`src/rtl/alu16_pkg.sv`:
```
package alu16_pkg;

   typedef enum logic [3:0] {
      OP_ADD   = 4'b0000,
      OP_SUB   = 4'b0001,
      OP_AND   = 4'b0010,
      OP_OR    = 4'b0011,
      OP_XOR   = 4'b0100,
      OP_PASSA = 4'b0101,
      OP_PASSB = 4'b0110,
      OP_MUL   = 4'b0111,
      OP_ADC   = 4'b1000,
      OP_SBC   = 4'b1001,
      OP_RSB   = 4'b1010,
      OP_RSC   = 4'b1011,
      OP_BIC   = 4'b1100,
      OP_NOTB  = 4'b1101,
      OP_ZERO  = 4'b1110,
      OP_ONE   = 4'b1111
   } alu_op_e;

   typedef enum logic [1:0] {
      GRP_ARITH = 2'd0,
      GRP_LOGIC = 2'd1,
      GRP_MUL   = 2'd2
   } alu_grp_e;

   // adder steering: swap operands, invert second operand, carry source
   typedef enum logic [1:0] {
      CK_ZERO = 2'd0,
      CK_ONE  = 2'd1,
      CK_CIN  = 2'd2
   } carry_src_e;

   typedef struct packed {
      alu_grp_e   grp;
      logic       swap;
      logic       inv_y;
      carry_src_e ksrc;
   } alu_ctl_t;

   function automatic alu_ctl_t decode_op(alu_op_e op);
      alu_ctl_t c;
      c = '{grp: GRP_LOGIC, swap: 1'b0, inv_y: 1'b0, ksrc: CK_ZERO};
      case (op)
         OP_ADD: c = '{grp: GRP_ARITH, swap: 1'b0, inv_y: 1'b0, ksrc: CK_ZERO};
         OP_ADC: c = '{grp: GRP_ARITH, swap: 1'b0, inv_y: 1'b0, ksrc: CK_CIN};
         OP_SUB: c = '{grp: GRP_ARITH, swap: 1'b0, inv_y: 1'b1, ksrc: CK_ONE};
         OP_SBC: c = '{grp: GRP_ARITH, swap: 1'b0, inv_y: 1'b1, ksrc: CK_CIN};
         OP_RSB: c = '{grp: GRP_ARITH, swap: 1'b1, inv_y: 1'b1, ksrc: CK_ONE};
         OP_RSC: c = '{grp: GRP_ARITH, swap: 1'b1, inv_y: 1'b1, ksrc: CK_CIN};
         OP_MUL: c.grp = GRP_MUL;
         default: c.grp = GRP_LOGIC;
      endcase
      return c;
   endfunction

endpackage

```
`src/rtl/alu16_addsub.sv`:
```
module alu16_addsub #(
   parameter int WIDTH = 32
) (
   input  logic [WIDTH-1:0] in_x,
   input  logic [WIDTH-1:0] in_y,
   input  logic             inv_y,
   input  logic             carry_k,
   output logic [WIDTH-1:0] sum,
   output logic             cout,
   output logic             ovf
);
   localparam int MSB = WIDTH - 1;

   logic [WIDTH-1:0] y_eff;
   logic [WIDTH:0]   wide;

   always_comb begin
      y_eff = inv_y ? ~in_y : in_y;
      wide  = {1'b0, in_x} + {1'b0, y_eff} + {{WIDTH{1'b0}}, carry_k};
      sum   = wide[MSB:0];
      cout  = wide[WIDTH];
      ovf   = (in_x[MSB] == y_eff[MSB]) && (wide[MSB] != in_x[MSB]);
   end
endmodule

```
`src/rtl/alu16_logic.sv`:
```
module alu16_logic
   import alu16_pkg::*;
#(
   parameter int WIDTH = 32
) (
   input  alu_op_e          op,
   input  logic [WIDTH-1:0] in_a,
   input  logic [WIDTH-1:0] in_b,
   output logic [WIDTH-1:0] res
);
   localparam logic [WIDTH-1:0] ONE_VAL = {{(WIDTH-1){1'b0}}, 1'b1};

   always_comb begin
      case (op)
         OP_AND:   res = in_a & in_b;
         OP_OR:    res = in_a | in_b;
         OP_XOR:   res = in_a ^ in_b;
         OP_BIC:   res = in_a & ~in_b;
         OP_PASSA: res = in_a;
         OP_PASSB: res = in_b;
         OP_NOTB:  res = ~in_b;
         OP_ONE:   res = ONE_VAL;
         default:  res = '0;
      endcase
   end
endmodule

```
`src/rtl/alu16_mul.sv`:
```
module alu16_mul #(
   parameter int WIDTH    = 32,
   parameter int MUL_IMPL = 0   // 0: inferred operator, 1: partial-product array
) (
   input  logic [WIDTH-1:0] in_a,
   input  logic [WIDTH-1:0] in_b,
   output logic [WIDTH-1:0] prod_lo
);
   initial begin
      assert (MUL_IMPL == 0 || MUL_IMPL == 1)
         else $error("alu16_mul: MUL_IMPL must be 0 or 1");
   end

   generate
      if (MUL_IMPL == 0) begin : g_infer
         always_comb prod_lo = in_a * in_b;
      end else begin : g_array
         logic [WIDTH-1:0] acc [WIDTH+1];
         assign acc[0] = '0;
         for (genvar i = 0; i < WIDTH; i++) begin : g_row
            assign acc[i+1] = acc[i] + (in_b[i] ? (in_a << i) : '0);
         end
         assign prod_lo = acc[WIDTH];
      end
   endgenerate
endmodule

```
`src/rtl/alu16.sv`:
```
module alu16
   import alu16_pkg::*;
#(
   parameter int WIDTH    = 32,
   parameter int MUL_IMPL = 0
) (
   input  logic [3:0]       op_sel,
   input  logic [WIDTH-1:0] opnd_a,
   input  logic [WIDTH-1:0] opnd_b,
   input  logic             carry_in,
   output logic [WIDTH-1:0] result,
   output logic             flag_n,
   output logic             flag_z,
   output logic             flag_c,
   output logic             flag_v
);
   localparam int MSB = WIDTH - 1;

   initial begin
      assert (WIDTH >= 2) else $error("alu16: WIDTH must be at least 2");
   end

   alu_op_e  op;
   alu_ctl_t ctl;
   logic [WIDTH-1:0] add_x, add_y, add_sum, log_res, mul_res;
   logic add_k, add_c, add_v;

   always_comb begin
      op    = alu_op_e'(op_sel);
      ctl   = decode_op(op);
      add_x = ctl.swap ? opnd_b : opnd_a;
      add_y = ctl.swap ? opnd_a : opnd_b;
      case (ctl.ksrc)
         CK_ONE:  add_k = 1'b1;
         CK_CIN:  add_k = carry_in;
         default: add_k = 1'b0;
      endcase
   end

   alu16_addsub #(.WIDTH(WIDTH)) u_addsub (
      .in_x(add_x), .in_y(add_y), .inv_y(ctl.inv_y), .carry_k(add_k),
      .sum(add_sum), .cout(add_c), .ovf(add_v)
   );

   alu16_logic #(.WIDTH(WIDTH)) u_logic (
      .op(op), .in_a(opnd_a), .in_b(opnd_b), .res(log_res)
   );

   alu16_mul #(.WIDTH(WIDTH), .MUL_IMPL(MUL_IMPL)) u_mul (
      .in_a(opnd_a), .in_b(opnd_b), .prod_lo(mul_res)
   );

   always_comb begin
      case (ctl.grp)
         GRP_ARITH: result = add_sum;
         GRP_MUL:   result = mul_res;
         default:   result = log_res;
      endcase
      flag_n = result[MSB];
      flag_z = (result == '0);
      flag_c = (ctl.grp == GRP_ARITH) & add_c;
      flag_v = (ctl.grp == GRP_ARITH) & add_v;
   end
endmodule

```
`config.mk`:
```
export PLATFORM = sky130hd
export DESIGN_NAME = alu16
export DESIGN_NICKNAME = d
export VERILOG_FILES = /design/src/rtl/alu16_pkg.sv /design/src/rtl/alu16_addsub.sv /design/src/rtl/alu16_logic.sv /design/src/rtl/alu16_mul.sv /design/src/rtl/alu16.sv
export SDC_FILE = /design/constraint.sdc
export NUM_CORES = 1
export LEC_CHECK = 0
export BUFFER_PORTS_ARGS = -buffer_cell sky130_fd_sc_hd__buf_2
export CAP_MARGIN = 0
export CELL_PAD_IN_SITES_DETAIL_PLACEMENT = 0
export CELL_PAD_IN_SITES_GLOBAL_PLACEMENT = 1
export CORE_MARGIN = 2
export CORE_UTILIZATION = 31
export DETAILED_ROUTE_END_ITERATION = 12
export PLACE_DENSITY_LB_ADDON = 0.1
export SYNTH_ARGS = -nofsm -noshare
export SYNTH_HDL_FRONTEND = slang
export SYNTH_SLANG_ARGS = --single-unit
```
`constraint.sdc`:
```
create_clock -name vclk -period 14.91
set_clock_uncertainty 0.1 [all_clocks]
set_input_delay 2.982 -clock vclk [all_inputs]
set_output_delay 2.982 -clock vclk [all_outputs]
set_load 0.005 [all_outputs]
```
==> flow_summary.yaml, run 1 <==
cells_and_area:
  multi_input_area_sq_mm: 0.0185
  seq_area_sq_um: 0
  flops_and_latches: 0
  final.fill_count: 7218
  nets: 3403
  nClkBuffers: 0
  drive_gt1_frac: 0.0898
  syn2layout_area_growth_pct: 8.65
global_route:
  grt_pass1_vias: 20100
  antenna_found_initial: 3
  track_usage: 0.285
  overflow: 0
  grt_first_pass_wirelength_mm: 144
  grt_max_degree: 79
logic_synthesis:
  yosysWarningCount: 0
  synth_common_cells: "453 x inv_1, 410 x fa_1, 395 x nor2_1, 322 x nand2_1, 204 x ha_1"
  synth_cells: 2673
  avgSynthCellArea_sq_um: 7.81
  seq_area_frac_synth: 0
  yosys.cell_types.count: 78
  netlist_top_cells_area: "fa_1 39%, ha_1 12%, inv_1 8.1%"
  yosysTopAreaCellShare: 0.393
  synth_most_common_cell: "inv_1"
  syn-num-nets: 3356
  netlist_area_sq_mm: 0.0209
  yosys.area.top_type: "fa_1"
worst_setup_path:
  end_kind: "output pin"
  cp.arrival_ns: 11.49
  required_ns: 11.83
  crit_type: "in -> out"
  cp_max_fo: 16
  cp-start-kind: "input pin"
drt:
  top_layer: "met5"
  drt_iter0_markers: 1351
  wl_per_cell_um: 27.5
  wl_met1_mm: 44.5
  drc: 0
  ant_nets: 0
  wirelength_mm: 98.7
  routed_via_density: 5.35
  vias: 19200
  wl_met3_mm: 6.77
  wl_met2_mm: 43.1
  dr.pass1.iters: 6
die:
  die_y_um: 263
  fp.dieW_um: 263
  dieArea_sq_mm: 0.0694
  ios: 105
  num_rows: 95
  initial_utilization: 0.312
  core_sq_mm: 0.0669
timing:
  fin_ws_ns: 0.336
  finalSetupViolCount: 0
  fin_crit_ns: 14.57
  worst_pin_slew_ns: 1.19
  hold_violations: 0
  slew_headroom: 0.188
  slew_violations: 0
  fmax_ghz: 0.0686
  fin_crit_sh: 0.977
  holdWs_ns: 6.38
  rsz0062_at_grt: "no"
  setup_tns_ns: 0
hold_path:
  whs_endpoint: "result[30]"
  hold_start: "opnd_a[30]"
  hp-class: "in -> out"
  whs_path_depth: 4
place:
  io_buffers: 105
  gp_congestion: 0.937
  pre_cts_ws_ns: 0.569
  dpl.hpwl_mm: 79.9
clock_network:
  cts_resized: 0
  ctsHoldBuffers: 0
  cts_setup_buffers: 0
job:
  maxCapViolCount: 0
run_status:
  outcome: "finished clean"
routing by layer:
| metal | global-route usage | vias up |
|---|---|---|
| li1 | - | 8518 |
| met1 | 0.401 | 9820 |
| met2 | 0.443 | 737 |
| met3 | 0.0447 | 133 |
| met4 | 0.103 | 2 |
| met5 | 0 | - |
critical path, stage by stage:
cell	delay, ns
buf_2	0.10
inv_1	0.52
buf_4	0.39
nor2_1	0.10
fa_1	0.55
inv_1	0.05
fa_1	0.50
fa_1	0.47
fa_1	0.56
inv_1	0.06
fa_1	0.45
ha_1	0.30
fa_1	0.52
fa_1	0.45
ha_1	0.37
a21oi_1	0.10
and3_1	0.22
a211oi_1	0.58
a21oi_1	0.14
a311oi_1	0.67
nor4b_1	0.32
nor4bb_1	0.33
nand4_1	0.20
nor4_2	0.33
buf_2	0.18
per-stage QoR:
step,util,std cells,instance area [sq um]
after floorplan,-,2673,20900
after global placement,0.339,3591,22700
after detailed placement,0.339,3591,22700
after CTS,0.339,3591,22700
after global routing,0.339,3592,22700
final,0.339,3592,22700
how the worst max path moves through the flow:
stage                   start      to  slack, ns
CTS                 opnd_b[3]  flag_z       0.52
global placement    opnd_b[2]  flag_z       0.63
global route        opnd_b[2]  flag_z       0.02
finish              opnd_b[2]  flag_z       0.34
detailed placement  opnd_b[3]  flag_z       0.57
floorplan           opnd_b[2]  flag_z       1.82
placed cells by master, fill, tap and decap left out, types with 8 or more instances in the layout:
master / n
xnor2_1: 98
a221oi_1: 10
nand2_1: 321
o211ai_1: 17
a21o_1: 25
inv_1: 453
nor3_1: 18
ha_1: 204
or3_1: 9
clkinv_1: 9
o221ai_1: 11
buf_4: 105
nor2_1: 393
a211oi_1: 20
nand2b_1: 11
and3_1: 13
nor2b_1: 11
nand3b_1: 8
o21a_1: 14
a221o_1: 13
buf_2: 105
o21ai_0: 120
nor4_1: 8
a31oi_1: 9
xor2_1: 26
fa_1: 410
mux2i_1: 21
nand3_1: 19
a21oi_1: 101
area by class of cell:
| cell class | instances | area share |
|---|---|---|
| multi-input cells | 2040 | 0.816 |
| inverters | 467 | 0.0773 |
| repair buffers | 211 | 0.0588 |
| well taps | 873 | 0.0482 |
| diodes | 1 | 0.000110 |
cells by family (layout without fill, tap and decap cells):
group | Yosys count | count (layout) | synth area share
AOI/OAI and AO/OA | 418 | 418 | 0.131
buffers and inverters | 633 | 678 | 0.116
muxes | 23 | 23 | 0.0112
adders and majority gates | 614 | 614 | 0.516
other | 0 | 1 | 0
xor gates and xnor gates | 125 | 125 | 0.0531
and+or+nand+nor | 860 | 860 | 0.173
Power of run 1 is not shown: default switching activity piles up to over one toggle a cycle in this logic, so the estimate is an artifact.
==> run 2, diff against run 1 <==
- ABC_CLOCK_PERIOD_IN_PS: unset -> 14910
- CORE_UTILIZATION: 31 -> 50
==> flow_summary.yaml, run 2 (synthesis results as in run 1) <==
die:
  ios: 105
  num_rows: 74
  die_y_um: 208
  initial_utilization: 0.509
  core_sq_mm: 0.0410
  dieArea_sq_mm: 0.0434
  fp.dieW_um: 208
clock_network:
  cts_setup_buffers: 0
  ctsHoldBuffers: 0
  cts_resized: 0
drt:
  wirelength_mm: 86.6
  routed_via_density: 6.09
  dr.pass1.iters: 9
  drc: 0
  vias: 19600
  wl_per_cell_um: 26.9
  ant_nets: 0
  drt_iter0_markers: 1950
timing:
  fin_ws_ns: 0.590
  slew_violations: 0
  worst_pin_slew_ns: 1.37
  fin_crit_sh: 0.960
  finalSetupViolCount: 0
  slew_headroom: 0.0880
  fmax_ghz: 0.0698
  fin_crit_ns: 14.32
  setup_tns_ns: 0
  rsz0062_at_grt: "no"
  hold_violations: 0
worst_setup_path:
  required_ns: 11.83
  end_kind: "output pin"
  crit_type: "in -> out"
  cp_max_fo: 15
  cp.arrival_ns: 11.24
  cp-start-kind: "input pin"
global_route:
  overflow: 0
  grt_first_pass_wirelength_mm: 129
  antenna_found_initial: 0
  track_usage: 0.404
  grt_pass1_vias: 20100
  grt_max_degree: 69
hold_path:
  hp-class: "in -> out"
cells_and_area:
  drive_gt1_frac: 0.0792
  final_common_cell: "inv_1"
  nets: 3374
  seq_area_sq_um: 0
  flops_and_latches: 0
  syn2layout_area_growth_pct: 5.45
  layout_common_cells: "453 x inv_1, 410 x fa_1, 394 x nor2_1"
  final_util: 0.536
  multi_input_area_sq_mm: 0.0185
  final.fill_count: 3976
  diodes: 0
  nClkBuffers: 0
place:
  pre_cts_ws_ns: 0.728
  io_buffers: 105
  gp_congestion: 0.994
  dpl.hpwl_mm: 69.2
run_status:
  outcome: "finished clean"
job:
  maxCapViolCount: 0
-- run 2: cell type report --
class,instances,area share
Tap cell,532,0.0303
Inverter,467,0.0797
Timing Repair Buffer,182,0.0502
Multi-Input combinational cell,2040,0.840
-- run 2: metrics by stage --
step / cell area, sq um / hold slack [ns] / cells
after floorplan: 20900 / 6.00 / 2673
after CTS: 22000 / 6.39 / 3221
after global placement: 22000 / 6.38 / 3221
after global routing: 22000 / 6.43 / 3221
after detailed placement: 22000 / 6.39 / 3221
final: 22000 / 6.39 / 3221
-- run 2: layer usage --
layer | global-route usage | share of wire | vias to the layer above
li1 | - | - | 8456
met1 | 0.531 | 0.39 | 9797
met2 | 0.640 | 0.45 | 1146
met3 | 0.0945 | 0.11 | 212
met4 | 0.177 | 0.056 | 0
met5 | 0 | 0 | -
-- run 2: final timing paths --
| kind | end | slack, ns | cells past startpoint | from |
|---|---|---|---|---|
| worst max-delay path | flag_z | 0.59 | 24 | opnd_a[3] |
| worst min-delay path | flag_n | 6.39 | 4 | opnd_a[31] |
-- run 2: critical path: stages --
cell and delay, ns:
buf_2 0.10, inv_1 0.96, nor2_1 0.20, fa_1 0.50, fa_1 0.45, fa_1 0.50, inv_1 0.05, fa_1 0.47
inv_1 0.05, fa_1 0.46, ha_1 0.30, fa_1 0.51, fa_1 0.45, ha_1 0.37, a21oi_1 0.10, and3_1 0.20
a211oi_1 0.55, a21oi_1 0.14, a311oi_1 0.61, nor4b_1 0.28, nor4bb_1 0.34, nand4_1 0.20, nor4_2 0.27, buf_2 0.16
Power of run 2 is left out for the same reason.
